$ cat config.mk
export PLATFORM = sky130hd
export DESIGN_NAME = muldiv_periph
export DESIGN_NICKNAME = d
export VERILOG_FILES = /design/src/rtl/muldiv_pkg.sv /design/src/rtl/muldiv_seq.sv /design/src/rtl/muldiv_step.sv /design/src/rtl/muldiv_periph.sv
export SDC_FILE = /design/constraint.sdc
export NUM_CORES = 1
export LEC_CHECK = 0
export CORE_MARGIN = 4
export CORE_UTILIZATION = 60
export CTS_BUF_LIST = sky130_fd_sc_hd__clkbuf_16
export DETAILED_ROUTE_END_ITERATION = 8
export PLACE_DENSITY = 0.81
export SLEW_MARGIN = 0
export SYNTH_ARGS = -nofsm -noshare
export SYNTH_HDL_FRONTEND = slang
export SYNTH_HIERARCHICAL = 1
export SYNTH_SLANG_ARGS = --single-unit
export TNS_END_PERCENT = 20
$ cat constraint.sdc
create_clock -name clk -period 3.45 [get_ports clk]
set_input_delay 0.5175 -clock clk [delete_from_list [all_inputs] [get_ports clk]]
set_output_delay 0.5175 -clock clk [all_outputs]
set_load 0.03 [all_outputs]
$ cat src/rtl/muldiv_pkg.sv
package muldiv_pkg;
   localparam int BYTE_W        = 8;
   localparam int CTRL_GO_BIT   = 7;
   localparam int CTRL_MODE_BIT = 0;

   typedef enum logic {
      MODE_DIV = 1'b0,
      MODE_MUL = 1'b1
   } mode_e;
endpackage

$ cat src/rtl/muldiv_seq.sv
module muldiv_seq #(
   parameter int OP_W = 16
) (
   input  logic clk,
   input  logic rst_n,
   input  logic start,
   input  logic mul_mode,
   output logic busy,
   output logic done
);
   localparam int MUL_STEPS = OP_W;
   localparam int DIV_STEPS = 2 * OP_W;
   localparam int CNT_W     = $clog2(DIV_STEPS + 1);

   logic [CNT_W-1:0] step_cnt;
   logic             last_step;

   assign last_step = busy && (step_cnt == (mul_mode ? CNT_W'(MUL_STEPS - 1)
                                                     : CNT_W'(DIV_STEPS - 1)));

   always_ff @(posedge clk or negedge rst_n) begin
      if (!rst_n) begin
         busy     <= 1'b0;
         step_cnt <= '0;
         done     <= 1'b0;
      end else begin
         done <= last_step;
         if (start) begin
            busy     <= 1'b1;
            step_cnt <= '0;
         end else if (busy) begin
            step_cnt <= step_cnt + 1'b1;
            if (last_step) busy <= 1'b0;
         end
      end
   end
endmodule

$ cat src/rtl/muldiv_step.sv
module muldiv_step #(
   parameter int OP_W = 16
) (
   input  logic [2*OP_W-1:0] acc,
   input  logic [OP_W-1:0]   rem,
   input  logic [OP_W-1:0]   opb,
   input  logic              mul_mode,
   output logic [2*OP_W-1:0] acc_nxt,
   output logic [OP_W-1:0]   rem_nxt
);
   localparam int ACC_W = 2 * OP_W;

   logic [OP_W:0] part;
   logic [OP_W:0] diff;
   logic          fits;
   logic [OP_W:0] sum;

   always_comb begin
      // restoring divide step: shift one dividend bit into the partial remainder
      part = {rem, acc[ACC_W-1]};
      diff = part - {1'b0, opb};
      fits = (part >= {1'b0, opb});
      // shift-add multiply step: add multiplicand to the upper half when LSB set
      sum  = {1'b0, acc[ACC_W-1:OP_W]} + (acc[0] ? {1'b0, opb} : '0);
      if (mul_mode) begin
         acc_nxt = {sum, acc[OP_W-1:1]};
         rem_nxt = '0;
      end else begin
         acc_nxt = {acc[ACC_W-2:0], fits};
         rem_nxt = fits ? diff[OP_W-1:0] : part[OP_W-1:0];
      end
   end
endmodule

$ cat src/rtl/muldiv_periph.sv
module muldiv_periph
   import muldiv_pkg::*;
#(
   parameter int OP_W   = 16,
   parameter int ADDR_W = 4
) (
   input  logic              clk,
   input  logic              rst_n,
   input  logic [ADDR_W-1:0] bus_addr,
   input  logic              bus_wr,
   input  logic [7:0]        bus_wdata,
   output logic [7:0]        bus_rdata,
   output logic              done
);
   localparam int ACC_W    = 2 * OP_W;
   localparam int REM_B    = OP_W / BYTE_W;
   localparam int ACC_B    = ACC_W / BYTE_W;
   localparam int OPB_B    = OP_W / BYTE_W;
   localparam int REM_BASE = 0;
   localparam int ACC_BASE = REM_BASE + REM_B;
   localparam int OPB_BASE = ACC_BASE + ACC_B;
   localparam int CTRL_OFS = OPB_BASE + OPB_B;
   localparam int N_BYTES  = CTRL_OFS + 1;

   generate
      if (OP_W % BYTE_W != 0 || OP_W < BYTE_W) begin : g_bad_width
         $error("OP_W must be a non-zero multiple of the byte width");
      end
      if ((1 << ADDR_W) < N_BYTES) begin : g_bad_addr
         $error("ADDR_W too narrow for the register map");
      end
   endgenerate

   logic [ACC_W-1:0] acc_q;
   logic [OP_W-1:0]  opb_q;
   logic [OP_W-1:0]  rem_q;
   mode_e            mode_q;
   logic             busy;
   logic             start;
   logic             ctrl_wr;
   logic [ACC_W-1:0] acc_nxt;
   logic [OP_W-1:0]  rem_nxt;

   assign ctrl_wr = bus_wr && (bus_addr == ADDR_W'(CTRL_OFS)) && !busy;
   assign start   = ctrl_wr && bus_wdata[CTRL_GO_BIT];

   muldiv_seq #(.OP_W(OP_W)) u_seq (
      .clk      (clk),
      .rst_n    (rst_n),
      .start    (start),
      .mul_mode (mode_q == MODE_MUL),
      .busy     (busy),
      .done     (done)
   );

   muldiv_step #(.OP_W(OP_W)) u_step (
      .acc      (acc_q),
      .rem      (rem_q),
      .opb      (opb_q),
      .mul_mode (mode_q == MODE_MUL),
      .acc_nxt  (acc_nxt),
      .rem_nxt  (rem_nxt)
   );

   always_ff @(posedge clk or negedge rst_n) begin
      if (!rst_n) begin
         mode_q <= MODE_DIV;
      end else if (ctrl_wr) begin
         mode_q <= mode_e'(bus_wdata[CTRL_MODE_BIT]);
      end
   end

   always_ff @(posedge clk or negedge rst_n) begin
      if (!rst_n) begin
         rem_q <= '0;
      end else if (start) begin
         rem_q <= '0;
      end else if (busy) begin
         rem_q <= rem_nxt;
      end
   end

   always_ff @(posedge clk or negedge rst_n) begin
      if (!rst_n) begin
         acc_q <= '0;
      end else begin
         if (start && bus_wdata[CTRL_MODE_BIT]) begin
            acc_q[ACC_W-1:OP_W] <= '0;
         end else if (busy) begin
            acc_q <= acc_nxt;
         end
         // bus bytes land last; a write during busy corrupts the result
         for (int b = 0; b < ACC_B; b++) begin
            if (bus_wr && bus_addr == ADDR_W'(ACC_BASE + b))
               acc_q[b*BYTE_W +: BYTE_W] <= bus_wdata;
         end
      end
   end

   always_ff @(posedge clk or negedge rst_n) begin
      if (!rst_n) begin
         opb_q <= '0;
      end else begin
         for (int b = 0; b < OPB_B; b++) begin
            if (bus_wr && bus_addr == ADDR_W'(OPB_BASE + b))
               opb_q[b*BYTE_W +: BYTE_W] <= bus_wdata;
         end
      end
   end

   logic [7:0] rd_bytes [N_BYTES];

   generate
      for (genvar g = 0; g < REM_B; g++) begin : g_rd_rem
         assign rd_bytes[REM_BASE + g] = rem_q[g*BYTE_W +: BYTE_W];
      end
      for (genvar g = 0; g < ACC_B; g++) begin : g_rd_acc
         assign rd_bytes[ACC_BASE + g] = acc_q[g*BYTE_W +: BYTE_W];
      end
      for (genvar g = 0; g < OPB_B; g++) begin : g_rd_opb
         assign rd_bytes[OPB_BASE + g] = opb_q[g*BYTE_W +: BYTE_W];
      end
   endgenerate

   always_comb begin
      rd_bytes[CTRL_OFS] = '0;
      rd_bytes[CTRL_OFS][CTRL_GO_BIT]   = busy;
      rd_bytes[CTRL_OFS][CTRL_MODE_BIT] = mode_q;
   end

   always_comb begin
      bus_rdata = '0;
      for (int i = 0; i < N_BYTES; i++) begin
         if (bus_addr == ADDR_W'(i)) bus_rdata = rd_bytes[i];
      end
   end
endmodule

[Word-level counts from Yosys, hierarchy flattened]
Cells that the tools add are included.
Operators by class
  add/sub/neg operators: 3
  equal/unequal tests: 11
  $lt $le $gt $ge: 1
  reductions and logical operators: 20
  mux-type cells: 28
Operators by type and width (count)
  16-bit two-way mux: 7
  8-bit two-way mux: 13
  32-bit two-way mux: 2
  16-bit by 17-bit adder with 17-bit output: 1
  17-bit by 16-bit >= comparator with 1-bit output: 1
  4-bit by 3-bit == test with 1-bit output (second input constant): 4
  16-bit subtractor: 1
  6-bit two-way mux: 2
  1-bit logical AND: 11
  4-bit by 2-bit == test with 1-bit output (second input constant): 2
  6-bit by 1-bit adder with 6-bit output (second input constant): 1
  6-bit == test: 1
  2-bit nonzero test: 3
  3-bit nonzero test: 2
  5-bit two-way mux: 1
  4-bit by 1-bit == test with 1-bit output (second input constant): 1
  4-bit == test (second input constant): 1
  4-bit logical NOT: 1
  2-bit by 1-bit inequality test with 1-bit output (second input constant): 2
  2-bit AND reduction: 2
  1-bit two-way mux: 3
  1-bit logical NOT: 1
Storage, ports and cells
  word-level logic and storage cells: 74
  output and inout port bits: 9
  input port bits: 15
  register bits after elaboration: 73

[Logic depth before layout (Yosys ltp)]
Gate-level depths: netlist of the first run.
  depth after elaboration: 10
  mapped depth: 12
  gate-level depth less buffers: 12

[By module]
Netlist of the first run, hierarchy kept.
By module, submodules not included
  muldiv_periph: cells each 385, sequential area each 1626.6 µm², times used 1, area each 3520.9 µm²
  muldiv_step: cells each 342, sequential area each 0.0 µm², times used 1, area each 2409.8 µm²
  muldiv_seq: cells each 36, sequential area each 200.2 µm², times used 1, area each 375.4 µm²

[Worst setup path before layout of the first run]
No wires, ideal clock.
  path kind: reg-to-reg
  from: register acc_q[0]
  to: register acc_q[27]
  clock period less this slack: 2.765 ns
  setup slack: 0.685 ns
  library setup time: 0.126 ns
  data required time: 3.324 ns
  path buffers: 0
  arrival: 2.639 ns
  cell stages (with the launch flop): 13
  path through: dfrtp_1 and2_1 ha_1 fa_1 a21oi_1 o211ai_1 and3_1 o21ai_0 a211oi_1 a311o_1 nand2_1 nor2_1 a221o_1
Between the ends
  word-level cells in the longest chain between the ends: 6
RTL lines
  start: declaration: RTL line muldiv_periph.sv:34  | logic [ACC_W-1:0] acc_q;
  start signal: assignment: RTL line muldiv_periph.sv:90  | acc_q <= acc_nxt;
  start signal: indexed assignment: RTL line muldiv_periph.sv:95  | acc_q[b*BYTE_W +: BYTE_W] <= bus_wdata;
  16-bit two-way mux: RTL line muldiv_step.sv:24  | sum = {1'b0, acc[ACC_W-1:OP_W]} + (acc[0] ? {1'b0, opb} : '0);
  16-bit by 17-bit adder with 17-bit output: RTL line muldiv_step.sv:24
  32-bit two-way mux: RTL line muldiv_step.sv:25  | if (mul_mode) begin
  net acc_nxt[27]: RTL line muldiv_periph.sv:41  | logic [ACC_W-1:0] acc_nxt;
  32-bit two-way mux: RTL line muldiv_periph.sv:89  | end else if (busy) begin
  16-bit two-way mux: RTL line muldiv_periph.sv:87  | if (start && bus_wdata[CTRL_MODE_BIT]) begin
  8-bit two-way mux: RTL line muldiv_periph.sv:94  | if (bus_wr && bus_addr == ADDR_W'(ACC_BASE + b))
The timed path passes the listed nets, and every way through them passes these cells. The select of a mux whose other input is x is not followed.
A chain may end at the register's enable or synchronous reset.

[Worst setup path after layout of the first run]
  from: input port bus_addr[0]
  to: output port bus_rdata[7]
Between the ends
  word-level cells in the longest chain between the ends: 10
  elaborated cells on any way between the ends: 18
  classes of those cells: eq/ne: 8; mux: 9; reduce/logical: 1
RTL lines
  start: declaration: RTL line muldiv_periph.sv:9  | input logic [ADDR_W-1:0] bus_addr,
  4-bit logical NOT: RTL line muldiv_periph.sv:134  | if (bus_addr == ADDR_W'(i)) bus_rdata = rd_bytes[i];
  8-bit two-way mux (8 in a row): RTL line muldiv_periph.sv:134
  8-bit two-way mux (*): RTL line muldiv_periph.sv:134
  end: declaration: RTL line muldiv_periph.sv:12  | output logic [7:0] bus_rdata,
Every way passes the cells marked *; elsewhere a longest branch is shown, timed or not.

==> results.py, run 1 <==
metrics = {
    "run_status": {
        "status": "complete, no violations",
    },
    "synthesis": {
        "syn-num-nets": 813,
        "synthArstFlopShare_pct": 100,
        "synth.cell_area_sq_mm": 0.00631,
        "netlist_instances": 763,
        "syn-mean-instance-area_sq_um": 8.26,
        "synth.lib_cells_used.distinct": 71,
        "synth-edff-count": 0,
        "synth_flop_cell": "sky130_fd_sc_hd__dfrtp_1",
        "synth.yosys.warnings": 6,
        "synth.yosys.seq_area_share_pct": 29.0,
        "synth-seq-cells": 73,
    },
    "power": {
        "cellLeakagePower_nw": 3.05,
        "max-vdd-ir-drop_v": 0.000618,
        "power_density_mw_per_mm2": 938,
    },
    "timing": {
        "maxSlewHeadroom_pct": 37.5,
        "worst_clock_skew_ns": 0.00640,
        "drv_slew": 0,
        "finalWorstPathRequiredPeriod_ns": 3.28,
        "timing.final.setup_violations": 0,
        "rsz0062_at_grt": "false",
        "timing.final.crit_share_pct": 95.0,
        "report.final.hold_viol_count": 0,
        "setup_tns_ns": 0,
        "tightest_slew_ns": 0.937,
        "fmaxAchievable_mhz": 305,
    },
    "drt": {
        "detail_route.first_pass.iterations": 5,
        "detailedRoute.firstIterationViolations": 809,
        "drtAntennaViolNets": 0,
        "drc_violation_count_after_routing": 0,
        "routed-via-count": 6047,
        "routed_wl_um": 19700,
        "route.detailed.vias_per_inst": 6.57,
        "average_wire_per_standard_cell_um": 21.4,
    },
    "grt": {
        "gr-usage-all-layers_pct": 31.7,
        "antenna_violations_before_repair": 0,
        "first_global_vias": 5824,
        "grt_first_pass_wirelength_um": 31400,
        "grt_overflow_total": 0,
        "grt_max_degree": 74,
    },
    "setup_path": {
        "crit_fanout": 9,
        "crit_type": "in2out",
        "regToRegStartpoint": "acc_q[0]",
        "setup.reg_to_reg.worst_slack_ns": 0.26,
        "critPathCaptureType": "output pin",
        "critPathRequiredTime_ns": 2.93,
        "critical_path.startpoint_type": "input pin",
        "reg2regPathDepth": 12,
        "cp.arrival_ns": 2.76,
        "critical_path.startpoint": "bus_addr[0]",
        "crit-reg2reg-capture": "acc_q[28]",
    },
    "cells_and_area": {
        "final_nets": 829,
        "layout-drive-gt1-share_pct": 13.9,
        "nFillCells": 844,
        "layout.core_utilization_pct": 67.6,
        "final_cell_mix": "sky130_fd_sc_hd__nand2_1, sky130_fd_sc_hd__dfrtp_1, sky130_fd_sc_hd__nor2_1",
        "num_antenna_cells": 0,
        "final_cell_count_no_fill": 920,
        "most_common_cell_after_layout_fill_and_taps_aside": "sky130_fd_sc_hd__nand2_1",
        "areaGrowthSynthToFinish_pct": 10.2,
    },
    "placement": {
        "dp_cells": 904,
        "port_buffers": 23,
        "gp_congestion": 0.997,
        "dpl.hpwl_um": 14500,
    },
    "die": {
        "fp.dieArea_sq_mm": 0.0122,
        "boundaryPins": 24,
        "cell_row_count": 37,
        "floorplan.initialDensity_pct": 61.4,
        "dieHeight_um": 111,
        "chipWidth_um": 111,
        "core_area_sq_mm": 0.0103,
    },
    "clock_tree": {
        "post_cts_hold_buffer_count": 0,
        "clock_tree.buffer_depth": 2,
        "insertion_delay_ns": 0.33,
        "cts_tree": "built",
        "h-tree-depth": 3,
        "ctsResizeCount": 0,
        "post_cts_buffers": 0,
        "clk_root_buffer_cell": "sky130_fd_sc_hd__clkbuf_16",
        "cts_sinks": 73,
        "cts_inserted_buffers": 9,
        "cts.clk_slew.worst_paths_ns": 0.06,
    },
    "worst_hold_path": {
        "min-delay-path-class": "in2async",
    },
    "flow_run": {
        "drv.max_cap_violation_count": 0,
    },
}
==> worst max-delay path by stage <==
| stage | cells after the start | end | slack [ns] |
|---|---|---|---|
| final | 9 | bus_rdata[7] | 0.17 |
| after global routing | 9 | bus_rdata[7] | 0.02 |
| after detailed placement | 9 | bus_rdata[7] | 0.22 |
| after floorplan | 12 | acc_q[27] | 0.69 |
| after CTS | 9 | bus_rdata[7] | 0.21 |
| after global placement | 7 | bus_rdata[5] | 0.26 |
==> flip-flops by register name, summed over array words and instances, names as in the netlist <==
register	flops
acc_q	32
mode_q	1
opb_q	16
rem_q	16
u_seq/busy	1
u_seq/done	1
u_seq/step_cnt	6
==> cell type report <==
type / count / area (sq um) / share of cell area, %
clock buffers: 9 / 225 / 3.24
multi-input cells: 612 / 4130 / 59.4
flip-flops and latches: 73 / 1830 / 26.3
clock inverters: 7 / 63.8 / 0.918
well taps: 136 / 170 / 2.45
repair buffers: 50 / 413 / 5.94
inverters: 33 / 124 / 1.78
==> kinds of logic after synthesis <==
family | share of synthesized area (%)
AND/OR/NAND/NOR | 19.7
XOR/XNOR | 2.64
flip-flops | 29.0
buffers and inverters | 5.62
adder cells (fa/ha/maj) | 7.18
AO/OA/AOI/OAI | 23.7
multiplexers | 12.3
==> metrics by stage <==
step | hold slack [ns] | instance area [sq um] | setup WS (ns) | power [mW]
2_1_floorplan | 0.222 | 6310 | 0.685 | 4.50
3_3_place_gp | 0.467 | 6660 | 0.258 | 5.30
3_5_place_dp | 0.478 | 6660 | 0.224 | 5.46
4_1_cts | 0.363 | 6950 | 0.205 | 6.41
5_1_grt | 0.391 | 6950 | 0.0212 | 6.97
6_report | 0.313 | 6950 | 0.173 | 6.52
==> routing by layer <==
metal	track usage [%]	up-vias	part of all wire [%]
li1	-	2823	-
met1	43.4	2897	43
met2	51.3	287	47
met3	5.21	40	8.4
met4	10.3	0	2.3
met5	0	-	0
==> report_power, final <==
group	internal [mW]	switching (mW)	total, mW
Combinational	1.67	2.24	3.91
Clock	0.553	0.366	0.919
Sequential	1.20	0.484	1.69
Total	3.43	3.09	6.52
==> synth_stat cells, drive strengths merged (11+ instances only) <==
library cell | instances | share of area [%]
mux2i | 30 | 4.8
ha | 33 | 6.5
nand3 | 21 | 1.9
clkbuf | 22 | 1.5
nor2 | 70 | 4.2
o21ai | 67 | 5.3
a221o | 14 | 2.2
a21oi | 61 | 4.8
inv | 33 | 2.0
nand2 | 88 | 5.2
dfrtp | 73 | 29
nor3 | 14 | 1.2
mux2 | 42 | 7.5
buf | 23 | 2.2
and2 | 19 | 1.9
a211oi | 15 | 1.8
xnor2 | 11 | 1.5
==> critical path, stage by stage <==
cell                              delay, ns
sky130_fd_sc_hd__clkdlybuf4s50_1       0.63
sky130_fd_sc_hd__buf_4                 0.22
sky130_fd_sc_hd__or2_1                 0.19
sky130_fd_sc_hd__buf_4                 0.17
sky130_fd_sc_hd__nor2_1                0.05
sky130_fd_sc_hd__o32ai_1               0.40
sky130_fd_sc_hd__a21oi_1               0.12
sky130_fd_sc_hd__o21ai_0               0.25
sky130_fd_sc_hd__buf_4                 0.21
Power figures use the tool's default switching activity.
==> inputs of run 2 (changes only) <==
--- a/config.mk
+++ b/config.mk
@@ -5,10 +5,12 @@
 export SDC_FILE = /design/constraint.sdc
 export NUM_CORES = 1
 export LEC_CHECK = 0
+export CAP_MARGIN = 10
 export CORE_MARGIN = 4
 export CORE_UTILIZATION = 60
 export CTS_BUF_LIST = sky130_fd_sc_hd__clkbuf_16
 export DETAILED_ROUTE_END_ITERATION = 8
+export HOLD_SLACK_MARGIN = 0.1
 export PLACE_DENSITY = 0.81
 export SLEW_MARGIN = 0
 export SYNTH_ARGS = -nofsm -noshare
==> results of run 2 <==
The final DEF is identical to that of run 1; final timing and power are the same.
==> inputs of run 3 (changes only) <==
--- a/config.mk
+++ b/config.mk
@@ -10,6 +10,7 @@
 export CORE_UTILIZATION = 60
 export CTS_BUF_LIST = sky130_fd_sc_hd__clkbuf_16
 export DETAILED_ROUTE_END_ITERATION = 8
+export GPL_ROUTABILITY_DRIVEN = 0
 export HOLD_SLACK_MARGIN = 0.1
 export PLACE_DENSITY = 0.81
 export SLEW_MARGIN = 0
==> run 3 against run 2 <==
  * Cell count decreased by 0.54%
  * Critical path depth decreased by 2
  * Worst hold slack got worse by 0.0032 ns
  * Cell area decreased by 0.31%
  * Clock power increased by 4.2%
  * Count of clock-buffer cells in the layout unchanged
  * Largest power group unchanged
  * Largest cell class unchanged
  * Global-route usage decreased by 1.0 points
  * Clock skew decreased by 0.0022 ns
  * Flip-flop and latch count unchanged
  * First-iteration DRC count decreased by 3.8%
  * Sequential power increased by 2%
  * Combinational power decreased by 3%
  * Highest routed layer unchanged
==> results.py, run 3 (synthesis gave the netlist of run 1 again) <==
metrics = {
    "setup_path": {
        "cp.arrival_ns": 2.79,
        "setup.reg_to_reg.worst_slack_ns": 0.26,
        "cell_with_the_largest_stage_delay_on_the_worst_path": "sky130_fd_sc_hd__clkdlybuf4s50_1",
        "cpLargestDelayFamily": "buffers and inverters",
        "reg2regPathDepth": 10,
        "crit_type": "in2out",
        "slowest_delay_ns": 0.74,
        "crit_fanout": 10,
        "regToRegStartpoint": "opb_q[11]",
        "critPathBufInv": 3,
        "critical_path.startpoint_type": "input pin",
        "timing.critical_path.cells": "clkdlybuf4s50_1 > buf_4 > a21oi_1 > nor3_1 > a211oi_1 > nor3_1 > clkdlybuf4s50_1",
        "crit-reg2reg-capture": "acc_q[0]",
        "critPathCaptureType": "output pin",
        "critPathRequiredTime_ns": 2.93,
    },
    "clock_tree": {
        "insertion_delay_ns": 0.34,
        "cts.clk_slew.worst_paths_ns": 0.06,
        "clk_root_buffer_cell": "sky130_fd_sc_hd__clkbuf_16",
        "cts_sinks": 73,
        "h-tree-depth": 3,
        "cts_inserted_buffers": 9,
        "post_cts_hold_buffer_count": 0,
        "post_cts_buffers": 0,
        "ctsResizeCount": 0,
        "cts_tree": "built",
        "clock_tree.buffer_depth": 2,
    },
    "die": {
        "dieHeight_um": 111,
        "chipWidth_um": 111,
        "cell_row_count": 37,
        "boundaryPins": 24,
        "floorplan.initialDensity_pct": 61.4,
        "core_area_sq_mm": 0.0103,
        "fp.dieArea_sq_mm": 0.0122,
    },
    "cells_and_area": {
        "largest_register": "acc_q",
        "non_filler_cell_area_final_sq_mm": 0.00693,
        "final_cell_count_no_fill": 915,
        "layout-drive-gt1-share_pct": 13.6,
        "most_common_cell_after_layout_fill_and_taps_aside": "sky130_fd_sc_hd__nand2_1",
        "layout_top_registers": "acc_q (32), opb_q (16), rem_q (16)",
        "final_nets": 824,
        "largest_register_ff_count": 32,
        "num_antenna_cells": 0,
        "layout.core_utilization_pct": 67.4,
        "areaGrowthSynthToFinish_pct": 9.88,
        "final_cell_mix": "sky130_fd_sc_hd__nand2_1, sky130_fd_sc_hd__dfrtp_1, sky130_fd_sc_hd__nor2_1",
    },
    "timing": {
        "rsz0062_at_grt": "false",
        "maxSlewHeadroom_pct": 36.8,
        "setup_tns_ns": 0,
        "timing.final.crit_share_pct": 95.8,
        "finalWorstPathRequiredPeriod_ns": 3.31,
        "report.final.hold_viol_count": 0,
        "tightest_slew_ns": 0.947,
        "drv_slew": 0,
        "timing.final.setup_violations": 0,
        "whs_ns": 0.310,
        "fmaxAchievable_mhz": 303,
        "worst_clock_skew_ns": 0.00422,
    },
    "drt": {
        "detail_route.first_pass.iterations": 6,
        "drtAntennaViolNets": 0,
        "average_wire_per_standard_cell_um": 20.6,
        "routed-via-count": 6166,
        "routed_wl_um": 18900,
        "detailedRoute.firstIterationViolations": 778,
        "route.detailed.vias_per_inst": 6.74,
        "drc_violation_count_after_routing": 0,
    },
    "placement": {
        "port_buffers": 23,
        "dpl.hpwl_um": 13500,
        "dp_cells": 899,
        "placement.cell_area_sq_mm": 0.00662,
    },
    "power": {
        "max-vdd-ir-drop_v": 0.000567,
        "power_density_mw_per_mm2": 937,
        "cellLeakagePower_nw": 3.02,
    },
    "worst_hold_path": {
        "min-delay-path-class": "in2async",
    },
    "flow_run": {
        "drv.max_cap_violation_count": 0,
    },
    "grt": {
        "gr-usage-all-layers_pct": 30.7,
        "grt_max_degree": 74,
        "grt_overflow_total": 0,
        "antenna_violations_before_repair": 0,
        "grt_first_pass_wirelength_um": 30600,
        "first_global_vias": 5974,
    },
    "run_status": {
        "status": "complete, no violations",
    },
}
run 3: cell count changes in the layout (fill, tap and decap cells not counted), sizes merged:
cell and change:
buf -5, clkinvlp +1, inv -1
run 3: worst max path at each step:
stage                start            to  depth (start not counted)
2_1_floorplan     acc_q[0]     acc_q[27]                         12
3_3_place_gp   bus_addr[1]  bus_rdata[5]                          7
3_5_place_dp   bus_addr[1]  bus_rdata[5]                          7
4_1_cts        bus_addr[1]  bus_rdata[5]                          7
5_1_grt        bus_addr[1]  bus_rdata[5]                          7
6_report       bus_addr[1]  bus_rdata[5]                          7
run 3: final cells by class:
type,instances,area (sq um)
tap,136,170
fill,847,3350
multi-input combinational,612,4130
inverter,33,124
clock inverter,7,80.1
clock buffer,9,225
sequential,73,1830
timing repair buffer,45,375
run 3: per-stage QoR:
stage	setup WS [ns]	power, mW
3_3_place_gp	0.221	5.25
4_1_cts	0.175	6.39
2_1_floorplan	0.685	4.50
5_1_grt	0.0794	6.97
6_report	0.145	6.49
3_5_place_dp	0.185	5.40
run 3: power breakdown:
part | switching [mW] | internal [mW] | total (mW) | leakage (nW)
combinational | 2.15 | 1.66 | 3.81 | 1.98
sequential | 0.527 | 1.20 | 1.73 | 0.897
clock | 0.392 | 0.566 | 0.958 | 0.142
run 3: worst reg2reg max path, stage by stage (launching register included):
cell,delay [ns]
sky130_fd_sc_hd__dfrtp_1,0.52
sky130_fd_sc_hd__inv_1,0.08
sky130_fd_sc_hd__ha_1,0.39
sky130_fd_sc_hd__nand3_1,0.18
sky130_fd_sc_hd__or4_4,0.57
sky130_fd_sc_hd__nand4_1,0.13
sky130_fd_sc_hd__nand2_1,0.28
sky130_fd_sc_hd__nor2_2,0.50
sky130_fd_sc_hd__mux2_2,0.25
sky130_fd_sc_hd__mux2i_1,0.06
sky130_fd_sc_hd__o21ai_0,0.14
run 3: layer usage:
metal | share of wire [%] | routed length, um | up-vias | global-route usage [%]
met2 | 46 | 8630 | 340 | 48.8
met5 | 0 | 0 | - | 0
met4 | 4.6 | 873 | 0 | 14.5
met3 | 8.7 | 1650 | 84 | 6.19
li1 | - | - | 2811 | -
met1 | 41 | 7710 | 2931 | 40.1
